===== config.mk =====
export PLATFORM = sky130hd
export DESIGN_NAME = nvm_pattern_bist
export DESIGN_NICKNAME = d
export VERILOG_FILES = /design/src/rtl/nvm_bist_pkg.sv /design/src/rtl/nvm_bist_pattern.sv /design/src/rtl/nvm_bist_capture.sv /design/src/rtl/nvm_bist_seq.sv /design/src/rtl/nvm_pattern_bist.sv
export SDC_FILE = /design/constraint.sdc
export NUM_CORES = 1
export LEC_CHECK = 0
export ABC_CLOCK_PERIOD_IN_PS = 2950
export BUFFER_PORTS_ARGS = -buffer_cell sky130_fd_sc_hd__buf_2
export CORE_AREA = 2 2 62 94
export CTS_CLUSTER_DIAMETER = 40
export DETAILED_ROUTE_END_ITERATION = 8
export DIE_AREA = 0 0 64 96
export PLACE_DENSITY = 0.74
export SETUP_SLACK_MARGIN = 0.5
export SLEW_MARGIN = 20
export SYNTH_ARGS = -nofsm -noshare
export SYNTH_HDL_FRONTEND = slang
export SYNTH_SLANG_ARGS = --single-unit

===== constraint.sdc =====
create_clock -name clk -period 2.95 [get_ports clk]
set_input_delay 0.59 -clock clk [delete_from_list [all_inputs] [get_ports clk]]
set_output_delay 0.59 -clock clk [all_outputs]
set_load 0.03 [all_outputs]

===== src/rtl/nvm_bist_pkg.sv =====
// Package: shared pass codes and helpers for the pattern self-test sequencer.
// Assumes: pass codes are visible at the top-level phase port unchanged.
package nvm_bist_pkg;

    typedef enum logic [2:0] {
        PH_IDLE    = 3'd0,
        PH_WR_ZERO = 3'd1,
        PH_VF_ZERO = 3'd2,
        PH_WR_ONES = 3'd3,
        PH_VF_ONES = 3'd4,
        PH_WR_ADDR = 3'd5,
        PH_VF_ADDR = 3'd6,
        PH_LOOP    = 3'd7
    } phase_e;

    // True for the three passes that write before reading back.
    function automatic logic is_write_phase(input phase_e p);
        return (p == PH_WR_ZERO) || (p == PH_WR_ONES) || (p == PH_WR_ADDR);
    endfunction

    // Pass that follows p once its last word has matched.
    function automatic phase_e next_phase(input phase_e p);
        case (p)
            PH_WR_ZERO: return PH_VF_ZERO;
            PH_VF_ZERO: return PH_WR_ONES;
            PH_WR_ONES: return PH_VF_ONES;
            PH_VF_ONES: return PH_WR_ADDR;
            PH_WR_ADDR: return PH_VF_ADDR;
            default:    return PH_LOOP;
        endcase
    endfunction

endpackage


===== src/rtl/nvm_bist_pattern.sv =====
// Module: expected-data generator.
// Produces the background word for the current pass and address.
// Assumes: purely combinational; address background is zero-extended or truncated to DATA_W.
module nvm_bist_pattern
    import nvm_bist_pkg::*;
#(
    parameter int ADDR_W = 11,
    parameter int DATA_W = 16
) (
    input  phase_e              phase,
    input  logic [ADDR_W-1:0]   addr,
    output logic [DATA_W-1:0]   expect_data
);

    logic [DATA_W-1:0] addr_pat;

    // Fit the word address into a data word.
    generate
        if (DATA_W > ADDR_W) begin : g_ext
            assign addr_pat = {{(DATA_W-ADDR_W){1'b0}}, addr};
        end else begin : g_trunc
            assign addr_pat = addr[DATA_W-1:0];
        end
    endgenerate

    // Select the background from the pass code.
    always_comb begin
        case (phase)
            PH_WR_ONES, PH_VF_ONES:           expect_data = '1;
            PH_WR_ADDR, PH_VF_ADDR, PH_LOOP:  expect_data = addr_pat;
            default:                          expect_data = '0;
        endcase
    end

endmodule


===== src/rtl/nvm_bist_capture.sv =====
// Module: first-failure capture.
// Latches the address and read data of the first mismatch and holds a sticky flag.
// Assumes: hit is a one-cycle event; only reset clears the record.
module nvm_bist_capture #(
    parameter int ADDR_W = 11,
    parameter int DATA_W = 16
) (
    input  logic                clk,
    input  logic                rst_n,
    input  logic                hit,
    input  logic [ADDR_W-1:0]   addr,
    input  logic [DATA_W-1:0]   rdata,
    output logic                err_sticky,
    output logic [ADDR_W-1:0]   fail_addr,
    output logic [DATA_W-1:0]   fail_data
);

    // Record only the first mismatch since reset.
    always_ff @(posedge clk) begin
        if (!rst_n) begin
            err_sticky <= 1'b0;
            fail_addr  <= '0;
            fail_data  <= '0;
        end else if (hit && !err_sticky) begin
            err_sticky <= 1'b1;
            fail_addr  <= addr;
            fail_data  <= rdata;
        end
    end

endmodule


===== src/rtl/nvm_bist_seq.sv =====
// Module: pass sequencer.
// Walks the addresses, alternates write/read-back in write passes, moves through
// the passes and emits the progress strobes and the indicator.
// Assumes: mem_done is only meaningful while a request is pending (phase not idle).
module nvm_bist_seq
    import nvm_bist_pkg::*;
#(
    parameter int ADDR_W = 11
) (
    input  logic                clk,
    input  logic                rst_n,
    input  logic                start,
    input  logic                mem_done,
    input  logic                match,
    output phase_e              phase,
    output logic                op_write,
    output logic [ADDR_W-1:0]   addr,
    output logic                mismatch,
    output logic                prog_strobe,
    output logic                prog_clr,
    output logic                dp_on
);

    logic   last_word;
    phase_e after_last;
    phase_e adv_phase;

    // Decode end of pass and the pass reached after this word.
    always_comb begin
        last_word  = &addr;
        after_last = next_phase(phase);
        adv_phase  = last_word ? after_last : phase;
        mismatch   = (phase != PH_IDLE) && mem_done && !op_write && !match;
    end

    // Main sequencing register set.
    always_ff @(posedge clk) begin
        if (!rst_n) begin
            phase       <= PH_IDLE;
            op_write    <= 1'b1;
            addr        <= '0;
            prog_strobe <= 1'b0;
            prog_clr    <= 1'b0;
            dp_on       <= 1'b0;
        end else begin
            prog_strobe <= 1'b0;
            prog_clr    <= 1'b0;
            if (phase == PH_IDLE) begin
                if (start) begin
                    phase    <= PH_WR_ZERO;
                    op_write <= 1'b1;
                    addr     <= '0;
                    prog_clr <= 1'b1;
                end
            end else if (mem_done) begin
                if (op_write) begin
                    op_write <= 1'b0;
                end else if (!match) begin
                    phase    <= PH_WR_ZERO;
                    op_write <= 1'b1;
                    addr     <= '0;
                    prog_clr <= 1'b1;
                    dp_on    <= 1'b0;
                end else begin
                    addr        <= addr + 1'b1;
                    phase       <= adv_phase;
                    op_write    <= is_write_phase(adv_phase);
                    prog_strobe <= is_write_phase(phase) ||
                                   (last_word && ((phase == PH_VF_ADDR) || (phase == PH_LOOP)));
                    if (last_word && (phase == PH_VF_ADDR)) begin
                        dp_on <= 1'b1;
                    end
                end
            end
        end
    end

endmodule


===== src/rtl/nvm_pattern_bist.sv =====
// Module: top of the pattern self-test sequencer.
// Joins the sequencer, the pattern generator and the failure capture, and
// presents one word-transfer request to the access block.
// Assumes: access block completes each transfer with a one-cycle mem_done while
// mem_req is high; read data is valid in the same cycle as mem_done.
module nvm_pattern_bist
    import nvm_bist_pkg::*;
#(
    parameter int ADDR_W = 11,
    parameter int DATA_W = 16
) (
    input  logic                clk,
    input  logic                rst_n,
    input  logic                start,
    output logic                mem_req,
    output logic                mem_we,
    output logic [ADDR_W-1:0]   mem_addr,
    output logic [DATA_W-1:0]   mem_wdata,
    input  logic                mem_done,
    input  logic [DATA_W-1:0]   mem_rdata,
    output logic                busy,
    output logic                err_sticky,
    output logic [2:0]          phase,
    output logic [ADDR_W-1:0]   fail_addr,
    output logic [DATA_W-1:0]   fail_data,
    output logic                prog_strobe,
    output logic                prog_clr,
    output logic                dp_on
);

    phase_e              cur_phase;
    logic                op_write;
    logic [ADDR_W-1:0]   word_addr;
    logic [DATA_W-1:0]   expect_data;
    logic                match;
    logic                mismatch;

    nvm_bist_seq #(.ADDR_W(ADDR_W)) u_seq (
        .clk         (clk),
        .rst_n       (rst_n),
        .start       (start),
        .mem_done    (mem_done),
        .match       (match),
        .phase       (cur_phase),
        .op_write    (op_write),
        .addr        (word_addr),
        .mismatch    (mismatch),
        .prog_strobe (prog_strobe),
        .prog_clr    (prog_clr),
        .dp_on       (dp_on)
    );

    nvm_bist_pattern #(.ADDR_W(ADDR_W), .DATA_W(DATA_W)) u_pat (
        .phase       (cur_phase),
        .addr        (word_addr),
        .expect_data (expect_data)
    );

    nvm_bist_capture #(.ADDR_W(ADDR_W), .DATA_W(DATA_W)) u_cap (
        .clk        (clk),
        .rst_n      (rst_n),
        .hit        (mismatch),
        .addr       (word_addr),
        .rdata      (mem_rdata),
        .err_sticky (err_sticky),
        .fail_addr  (fail_addr),
        .fail_data  (fail_data)
    );

    // Drive the request port and compare the returned word.
    always_comb begin
        busy      = (cur_phase != PH_IDLE);
        mem_req   = busy;
        mem_we    = busy && op_write;
        mem_addr  = word_addr;
        mem_wdata = expect_data;
        match     = (mem_rdata == expect_data);
        phase     = cur_phase;
    end

endmodule


==> results.sh, run 1 <==
export IMPL_rows=33
export IMPL_ys_types=48
export IMPL_power_leakage_nw=1.44
export IMPL_drive_above_1_share_pct=31.4
export IMPL_die_w_um=64
export IMPL_clock_skew_ps=8.52
export IMPL_initial_core_util_pct=49.7
export IMPL_powerDensity_nw_per_um2=382
export IMPL_ff2ff_path_depth=10
export IMPL_hold_class="reg -> reg"
export IMPL_postCtsHoldBufs=0
export IMPL_synth_xor_area_share_pct=0.662
export IMPL_syn_to_final_growth_pct=25.8
export IMPL_synth_compound_area_share_pct=19.4
export IMPL_synth_seq_cells=46
export IMPL_drc=0
export IMPL_most_common_layout_cells="buf_2, nand2_1, dfxtp_1"
export IMPL_syn_num_nets=356
export IMPL_fin_cells=478
export IMPL_critical_path_class="reg -> reg"
export IMPL_synth_top_area_share_pct=34.8
export IMPL_yosys_warnings=0
export IMPL_global_route_usage_met3_pct=3.16
export IMPL_maxSlewViolCount=0
export IMPL_final_antenna_net_count=0
export IMPL_r2r_start="u_seq.phase[1]"
export IMPL_min_from="u_cap.fail_addr[5]"
export IMPL_finalCriticalPeriod_ps=2370
export IMPL_htree_num_levels=2
export IMPL_ys_seq_area_share_pct=34.8
export IMPL_drt_iter0_markers=192
export IMPL_timing_fmax_mhz=422
export IMPL_nets=429
export IMPL_grt_pass1_vias=2547
export IMPL_detail_route_wl_per_cell_um=15.9
export IMPL_startpoint_type="flop"
export IMPL_clkTransAtPathRegs_ps=90
export IMPL_hold_depth=2
export IMPL_peakVddDrop_mv=0.236
export IMPL_cts_sinks=46
export IMPL_rsz0062_at_grt="false"
export IMPL_vias_per_cell=5.63
export IMPL_r2r_end="u_cap.fail_data[13]"
export IMPL_synthArstFlopShare_pct=0
export IMPL_ioPinCount=84
export IMPL_arrival_ps=2550
export IMPL_die_area_um2=6140
export IMPL_synthMuxAreaShare_pct=10.6
export IMPL_dp_cells=467
export IMPL_finalSetupTns_ps=0
export IMPL_wirelength_mm=7.60
export IMPL_worstMarginPinSlew_ps=532
export IMPL_hold_viol_final=0
export IMPL_grt_ovfl_total=0
export IMPL_core_um2=5330
export IMPL_r2r_setup_slack_ps=580
export IMPL_synth_area_leaders="dfxtp_1, nand2_1, mux2i_1"
export IMPL_busiest_layer="met2"
export IMPL_cp_required_ps=3130
export IMPL_dp_hpwl_mm=5.30
export IMPL_min_to="u_cap.fail_addr[5]"
export IMPL_first_pass_iters=5
export IMPL_vias=2690
export IMPL_grt_usage_pct=24.0
export IMPL_seqCellArea_um2=926
export IMPL_io_buffers=83
export IMPL_critPathMaxFanout=13
export IMPL_slew_headroom_pct=64.5
export IMPL_synth_edf_count=0
export IMPL_grt_max_degree=36
export IMPL_grt_util_met1_pct=28.4
export IMPL_syn_inst=335
export IMPL_use_met2_pct=43.1
export IMPL_multi_input_area_um2=1510
export IMPL_status="finished clean"
export IMPL_synthAdderAreaFrac_pct=0.473
export IMPL_synth_ff_type="dfxtp_1"
export IMPL_tritoncts="built"
export IMPL_fin_crit_sh_pct=80.4
export IMPL_cts_buffers_inserted=5
export IMPL_fillers=455
export IMPL_netlist_area_um2=2650
export IMPL_antenna_found_initial=0
export IMPL_syn_area_per_cell_um2=7.90
export IMPL_final_common_cell="buf_2"
export IMPL_antenna_cells=0
export IMPL_clockBufferDepth=2
export IMPL_clk_latency_ps=300
export IMPL_synth_top_area_cell="dfxtp_1"
export IMPL_setup_viol_count_final=0
export IMPL_synth_top_family_by_area="simple AND/OR/NAND/NOR gates"
export IMPL_dieHeight_um=96
export IMPL_gp_congestion=0.831
export IMPL_synthSimpleGateAreaFrac_pct=23.3
export IMPL_end_kind="flop"
export IMPL_drv_cap=0
export IMPL_grt_pass1_wl_mm=11.8
export IMPL_cts_root_buffer="clkbuf_8"
## cell usage after synthesis (2+ instances only)
cell / number
inv_1: 24
and2_1: 2
clkbuf_1: 11
buf_2: 8
o21ai_0: 3
buf_6: 5
buf_4: 7
nand4_1: 4
xnor2_1: 2
nor4_1: 6
mux2i_1: 27
o22ai_1: 7
nor3_1: 8
a211oi_1: 10
a311oi_1: 6
nand3_1: 12
nor2_1: 10
nand2b_1: 3
or2_2: 2
a21o_1: 2
and4_1: 2
a31oi_1: 15
a31o_2: 2
o21bai_1: 10
nand2_1: 74
or4_1: 2
a21oi_1: 5
dfxtp_1: 46
## what timing repair did
action	CTS	global route
resized for setup	7	11
cloned	0	2
endpoints found under the hold margin	0	0
pin swaps	0	3
buffers inserted	0	2
endpoints found under the setup margin	46	42
## registers in the layout, summed over array words and instances, names as in the netlist, 3 cells and up
signal and cells:
u_cap.fail_addr 11, u_cap.fail_data 16, u_seq.addr 11, u_seq.phase 3
## layer usage
layer	vias to the layer above	part of all wire, %
li1	1318	-
met1	1267	40
met5	-	0
met2	97	53
met4	0	1.8
met3	8	5.2
## kinds of logic after synthesis
kind of cell	after synthesis
xor gates and xnor gates	2
muxes	28
buffers and inverters	56
and+or+nand+nor	132
DFF	46
adders and majority gates	1
AOI/OAI and AO/OA	70
## metrics by stage
| step | worst slack, ps | cell area (um2) | power (mW) | hold WS, ps | util (%) |
|---|---|---|---|---|---|
| global route | 515 | 3330 | 1.32 | 477 | 62.5 |
| detailed placement | 251 | 3080 | 0.795 | 446 | 57.8 |
| floorplan | 504 | 2650 | 0.754 | 465 | - |
| global placement | 263 | 3080 | 0.792 | 439 | 57.8 |
| finish | 579 | 3330 | 1.27 | 458 | 62.5 |
| CTS | 520 | 3210 | 1.27 | 461 | 60.2 |
## critical path: stages, from the launching register on
cell and delay [ps]:
dfxtp_1 390, buf_6 170, a21oi_2 100, buf_12 170
a31o_2 250, a221oi_1 320, and4_4 320, a211oi_4 80
buf_12 150, clkbuf_16 180, mux2i_1 120
## power breakdown
part           leakage, nW  switching, mW  internal [mW]  total (mW)
logic                 1.01          0.101         0.0554       0.156
registers            0.372        0.00779          0.627       0.634
clock network       0.0573          0.209          0.271       0.480
## worst max path at each step
stage | startpoint | to | slack, ps | depth (start not counted)
final | u_seq.phase[1] | u_cap.fail_data[13] | 580 | 10
after global routing | u_seq.phase[1] | u_cap.fail_data[4] | 510 | 10
after CTS | u_seq.phase[2] | u_cap.fail_data[12] | 520 | 7
after detailed placement | u_seq.phase[0] | u_seq.addr[4] | 250 | 7
after global placement | u_seq.phase[0] | u_seq.addr[5] | 260 | 7
after floorplan | u_seq.phase[2] | u_cap.fail_addr[4] | 500 | 10
## cell type report
class                      count  area share, %
clock buffer                   6           2.48
tap                           70           2.63
sequential                    46           27.8
multi-input combinational    233           45.2
timing repair buffer          98           18.3
inverter                      24           2.71
clock inverter                 1          0.902
(Power assumes the default switching activity.)
==> inputs of run 2 (changes only) <==
ABC_AREA = 1   (was unset)
ABC_CLOCK_PERIOD_IN_PS = 2100   (was 2950)
CORE_AREA = 2 2 67 100   (was 2 2 62 94)
DIE_AREA = 0 0 69 102   (was 0 0 64 96)
PLACE_DENSITY = 0.7   (was 0.74)
clock period = 2.1 ns   (was 2.95 ns; I/O delays follow)
==> run 2 against run 1 <==
Effect of this change:
- via count increased by 19%
- die area increased by 15%
- clock power increased by 28%
- clock skew decreased by 0.87 ps
- power increased to 4.1 times the previous value
- final cell count increased by 30%
- combinational power increased to 22 times the previous value
- largest cell class unchanged
- largest power group is now combinational logic
==> results.sh, run 2 <==
export IMPL_end_kind="flop"
export IMPL_finalSetupTns_ps=0
export IMPL_drt_iter0_markers=205
export IMPL_dieHeight_um=102
export IMPL_core_um2=6130
export IMPL_cts_buffers_inserted=5
export IMPL_synth_top_area_cell="dfxtp_1"
export IMPL_fin_ws_ps=97.3
export IMPL_critPathMaxFanout=10
export IMPL_final_antenna_net_count=0
export IMPL_grt_ovfl_total=0
export IMPL_die_w_um=69
export IMPL_antenna_cells=0
export IMPL_drv_cap=0
export IMPL_ioPinCount=84
export IMPL_nets=567
export IMPL_drive_above_1_share_pct=37.8
export IMPL_drc=0
export IMPL_syn_to_final_growth_pct=45.9
export IMPL_synthMuxAreaShare_pct=0
export IMPL_ys_seq_area_share_pct=32.9
export IMPL_synthArstFlopShare_pct=0
export IMPL_r2r_setup_slack_ps=100
export IMPL_initial_core_util_pct=45.7
export IMPL_wl_met1_mm=3.53
export IMPL_powerDensity_nw_per_um2=1280
export IMPL_multi_input_area_um2=1730
export IMPL_wl_met3_um=544
export IMPL_tritoncts="built"
export IMPL_worstMarginPinSlew_ps=404
export IMPL_synth_top_cells_by_count="nand2_1, inv_1, dfxtp_1"
export IMPL_cp_required_ps=2340
export IMPL_io_buffers=83
export IMPL_power_leakage_nw=2.06
export IMPL_syn_area_per_cell_um2=6.28
export IMPL_hold_class="in -> reg"
export IMPL_rows=35
export IMPL_clkTransAtPathRegs_ps=90
export IMPL_gp_congestion=0.960
export IMPL_wl_met2_mm=4.78
export IMPL_synthAdderAreaFrac_pct=0.447
export IMPL_status="finished clean"
export IMPL_netlist_area_um2=2800
export IMPL_synth_area_leaders="dfxtp_1, nand2_1, inv_1"
export IMPL_largest_reg_flops=16
export IMPL_yosys_warnings=0
export IMPL_clock_skew_ps=7.65
export IMPL_grt_pass1_wl_mm=14.7
export IMPL_routed_top_layer="met4"
export IMPL_most_common_layout_cells="nand2_1, inv_1, buf_2"
export IMPL_whs_ps=477
export IMPL_grt_pass1_vias=3155
export IMPL_synth_compound_area_share_pct=4.51
export IMPL_syn_inst=446
export IMPL_first_pass_iters=4
export IMPL_arrival_ps=2240
export IMPL_fillers=541
export IMPL_synth_top_area_share_pct=32.9
export IMPL_syn_num_nets=467
export IMPL_grt_max_degree=21
export IMPL_postCtsHoldBufs=0
export IMPL_wirelength_mm=9.14
export IMPL_synth_xor_area_share_pct=1.25
export IMPL_vias_per_cell=5.17
export IMPL_synth_seq_cells=46
export IMPL_grt_usage_pct=25.8
export IMPL_htree_num_levels=2
export IMPL_detail_route_wl_per_cell_um=14.7
export IMPL_timing_fmax_mhz=499
export IMPL_maxSlewViolCount=0
export IMPL_largest_registers="u_cap.fail_data: 16 flops, u_cap.fail_addr: 11 flops, u_seq.addr: 11 flops"
export IMPL_clockBufferDepth=2
export IMPL_regMostFlops="u_cap.fail_data"
export IMPL_cts_root_buffer="clkbuf_8"
export IMPL_fin_crit_sh_pct=95.4
export IMPL_setup_viol_count_final=0
export IMPL_synth_ff_type="dfxtp_1"
export IMPL_synth_edf_count=0
export IMPL_rsz0062_at_grt="true"
export IMPL_hold_viol_final=0
export IMPL_ys_types=29
export IMPL_power_mw=5.24
export IMPL_finalCriticalPeriod_ps=2000
export IMPL_dp_hpwl_mm=5.96
export IMPL_slew_headroom_pct=73.0
export IMPL_peakVddDrop_mv=1.03
export IMPL_antenna_found_initial=0
export IMPL_synth_top_family_by_area="simple AND/OR/NAND/NOR gates"
export IMPL_synthSimpleGateAreaFrac_pct=42.5
export IMPL_startpoint_type="flop"
export IMPL_final_core_util_pct=66.6
export IMPL_cts_sinks=46
export IMPL_clk_latency_ps=300
export IMPL_seqCellArea_um2=940
export IMPL_final_common_cell="nand2_1"
export IMPL_vias=3211
export IMPL_pre_cts_slack_ps=90.4
export IMPL_die_area_um2=7040
export IMPL_yosysMostFrequentCell="nand2_1"
export IMPL_critical_path_class="reg -> reg"
[run 2: cell types whose count changed in the layout (fill, tap and decap cells not counted), moves of 15 or more]
cell,delta
inv_1,+57
mux2i_1,-27
nand2_1,+27
nand4_1,+27
nor2_2,+22
buf_6,+19
buf_2,-17
nor2_1,+17
nand2_2,+15
[run 2: cell families (layout without fill, tap and decap cells)]
logic type / Yosys count / in the layout
AO/OA/AOI/OAI: 24 / 24
XOR/XNOR: 4 / 4
adder cells (fa/ha/maj): 1 / 1
buffers and inverters: 119 / 214
flip-flops: 46 / 46
AND/OR/NAND/NOR: 252 / 258
[run 2: final cells by class]
cell class	instances	area share (%)
clock buffer	6	2.30
clock inverter	2	0.245
inverter	95	8.98
multi-input combinational	287	42.3
sequential	46	23.0
tap	74	2.27
timing repair buffer	111	20.9
[run 2: power breakdown]
group | internal [mW] | switching, mW | total [mW]
Combinational | 1.34 | 2.14 | 3.48
Clock | 0.303 | 0.313 | 0.616
Sequential | 1.02 | 0.126 | 1.15
Total | 2.66 | 2.58 | 5.24
[run 2: routing by layer]
layer	vias up	track usage, %
met5	-	0
met4	0	14.0
li1	1567	-
met2	139	46.9
met1	1482	29.2
met3	23	3.75
[run 2: metrics by stage]
step | std cells | cell area (um2)
final | 621 | 4080
after global routing | 621 | 4080
after CTS | 619 | 3970
after detailed placement | 589 | 3430
after global placement | 589 | 3430
after floorplan | 446 | 3020
[run 2: repair_timing]
item | CTS | global route
pin swaps | 13 | 9
cloned | 7 | 2
gates resized for setup | 55 | 23
setup buffers | 15 | 0
setup endpoints to repair | 65 | 65
[run 2: critical path, stage by stage, from the launching register on]
cell,delay (ps)
dfxtp_4,390
nand2_4,100
nand2_8,80
buf_8,140
nand2_4,110
nand2_2,70
nand2_1,60
nand2_1,50
nor2_1,80
nand2_1,110
nor2_4,190
nand2_8,130
nand2_4,120
nand3_4,140
a21oi_1,150
[run 2: final timing paths]
check / to / startpoint / cells past startpoint
setup / recovery: u_seq.addr[0] / u_seq.phase[0] / 14
hold / removal: u_cap.fail_data[8] / mem_rdata[8] / 5
setup reg to reg: u_seq.addr[0] / u_seq.phase[0] / 14
hold reg to reg: u_seq.dp_on / u_seq.dp_on / 2
==> inputs of run 3 (changes only) <==
REMOVE_ABC_BUFFERS = 1   (was unset)
==> run 3 against run 2 <==
Effect of this change:
- hold slack worse by 5.1 ps
- first-iteration DRC count down 6.3%
- sequential share of layout area rose by 0.51 points
- final cell count up 0.32%
- power down 3.3%
- wire length is 3.5% lower
- combinational power shrank 6.0%
==> results.sh, run 3 (synthesis gave the netlist of run 2 again) <==
export IMPL_pre_cts_slack_ps=-82.6
export IMPL_end_kind="flop"
export IMPL_antenna_cells=0
export IMPL_powerDensity_nw_per_um2=1280
export IMPL_arrival_ps=2260
export IMPL_nets=569
export IMPL_cts_root_buffer="clkbuf_8"
export IMPL_drc=0
export IMPL_tritoncts="built"
export IMPL_grt_max_degree=26
export IMPL_r2r_setup_slack_ps=90
export IMPL_cts_sinks=46
export IMPL_fin_ws_ps=90.3
export IMPL_clkTransAtPathRegs_ps=90
export IMPL_r2r_end="u_cap.fail_data[0]"
export IMPL_initial_core_util_pct=45.7
export IMPL_ff2ff_path_depth=14
export IMPL_grt_pass1_vias=2884
export IMPL_largest_reg_flops=16
export IMPL_startpoint_type="flop"
export IMPL_most_common_layout_cells="nand2_1, inv_1, buf_2"
export IMPL_clockBufferDepth=2
export IMPL_drv_cap=0
export IMPL_drive_above_1_share_pct=39.0
export IMPL_htree_num_levels=2
export IMPL_dieHeight_um=102
export IMPL_finalCriticalPeriod_ps=2010
export IMPL_rows=35
export IMPL_vias_per_cell=5.07
export IMPL_wirelength_mm=8.81
export IMPL_fin_cells=623
export IMPL_power_leakage_nw=2.09
export IMPL_grt_usage_pct=23.5
export IMPL_ioPinCount=84
export IMPL_detail_route_wl_per_cell_um=14.1
export IMPL_die_w_um=69
export IMPL_largest_registers="u_cap.fail_data: 16 flops, u_cap.fail_addr: 11 flops, u_seq.addr: 11 flops"
export IMPL_crit_top_cell="nand2_1"
export IMPL_rsz0062_at_grt="true"
export IMPL_hold_class="in -> reg"
export IMPL_timing_fmax_mhz=498
export IMPL_setup_viol_count_final=0
export IMPL_critical_path_class="reg -> reg"
export IMPL_cts_buffers_inserted=5
export IMPL_r2r_start="u_seq.phase[1]"
export IMPL_die_area_um2=7040
export IMPL_gp_congestion=0.860
export IMPL_dp_cells=598
export IMPL_min_to="u_cap.fail_data[15]"
export IMPL_cpMaxStageDelayCell="dfxtp_4"
export IMPL_clk_latency_ps=300
export IMPL_hold_depth=5
export IMPL_grt_pass1_wl_mm=13.4
export IMPL_io_buffers=83
export IMPL_final_common_cell="nand2_1"
export IMPL_cp_cell_sequence="nand2_4 -> nand2_8 -> buf_6 -> nand2_1 -> nand2_1 -> nand2_1 -> nand3_2 -> nor2_4 -> nand2_4 -> buf_12 -> buf_8 -> nand4_1 -> nand2_1 -> nor2_2"
export IMPL_peakVddDrop_mv=1.04
export IMPL_first_pass_iters=5
export IMPL_cp_required_ps=2350
export IMPL_grt_ovfl_total=0
export IMPL_dp_hpwl_mm=5.72
export IMPL_maxSlewViolCount=0
export IMPL_cpPeakStageDelay_ps=390
export IMPL_critPathMaxFanout=7
export IMPL_min_from="mem_rdata[15]"
export IMPL_final_antenna_net_count=0
export IMPL_antenna_found_initial=0
export IMPL_regMostFlops="u_cap.fail_data"
export IMPL_vias=3157
export IMPL_drt_iter0_markers=192
export IMPL_worstMarginPinSlew_ps=759
export IMPL_fin_crit_sh_pct=95.7
export IMPL_slew_headroom_pct=49.4
export IMPL_status="finished clean"
export IMPL_clock_skew_ps=5.92
export IMPL_syn_to_final_growth_pct=41.8
export IMPL_hold_viol_final=0
export IMPL_core_um2=6130
run 3: changes by cell type in the layout (fill, tap and decap cells not counted), sizes merged:
cell	before	now
nand2	138	135
bufinv	0	1
buf	110	115
clkbuf	7	6
clkinv	14	11
inv	83	86
run 3: power breakdown:
group / internal [mW] / switching, mW / leakage, nW
Sequential: 1.02 / 0.111 / 0.375
Clock: 0.351 / 0.321 / 0.0579
Combinational: 1.22 / 2.05 / 1.66
run 3: worst max-delay path, delay by kind of cell, from the launching register on:
kind | cells | cell delay, ps
AND/OR/NAND/NOR | 11 | 1130
buffers and inverters | 3 | 410
flip-flops | 1 | 390
run 3: repair_timing:
action,4_1_cts,5_1_grt
gates resized for setup,72,55
cloned,4,0
pin swaps,25,29
setup buffers,8,5
hold buffers,0,0
endpoints found under the hold margin,0,0
setup endpoints to repair,65,65
run 3: stage by stage:
step           TNS (ps)  power, mW  utilization [%]  instance area, um2  hold slack [ps]
2_1_floorplan    -44280       2.76                -                2640              541
3_3_place_gp     -0.590       3.48             53.7                3290              486
3_5_place_dp       -327       3.51             53.7                3290              483
4_1_cts               0       4.65             61.3                3760              476
5_1_grt               0       5.31             64.7                3970              514
6_report              0       5.07             64.7                3970              472
run 3: per-layer routing:
layer | global-route usage [%] | vias to the layer above | part of all wire, %
met4 | 11.2 | 0 | 2.7
li1 | - | 1557 | -
met3 | 3.65 | 22 | 5.6
met5 | 0 | - | 0
met2 | 43.5 | 114 | 54
met1 | 26.2 | 1464 | 38
run 3: cell type report:
class / count / area (um2)
Clock buffer: 5 / 68.8
Multi-Input combinational cell: 284 / 1630
Clock inverter: 3 / 40.0
Fill cell: 546 / 2160
Inverter: 95 / 365
Tap cell: 74 / 92.6
Timing Repair Buffer: 116 / 837
Sequential cell: 46 / 933
run 3: how the worst max path moves through the flow:
| stage | start | end | slack (ps) | cells past startpoint |
|---|---|---|---|---|
| 3_5_place_dp | u_seq.phase[0] | u_seq.addr[6] | -80 | 10 |
| 2_1_floorplan | u_seq.phase[1] | u_cap.fail_addr[0] | -1080 | 8 |
| 6_report | u_seq.phase[1] | u_cap.fail_data[0] | 90 | 14 |
| 3_3_place_gp | u_seq.phase[0] | u_seq.addr[6] | -0.6 | 10 |
| 5_1_grt | u_seq.addr[8] | u_seq.op_write | 20 | 11 |
| 4_1_cts | u_seq.phase[0] | u_cap.fail_addr[5] | 150 | 16 |
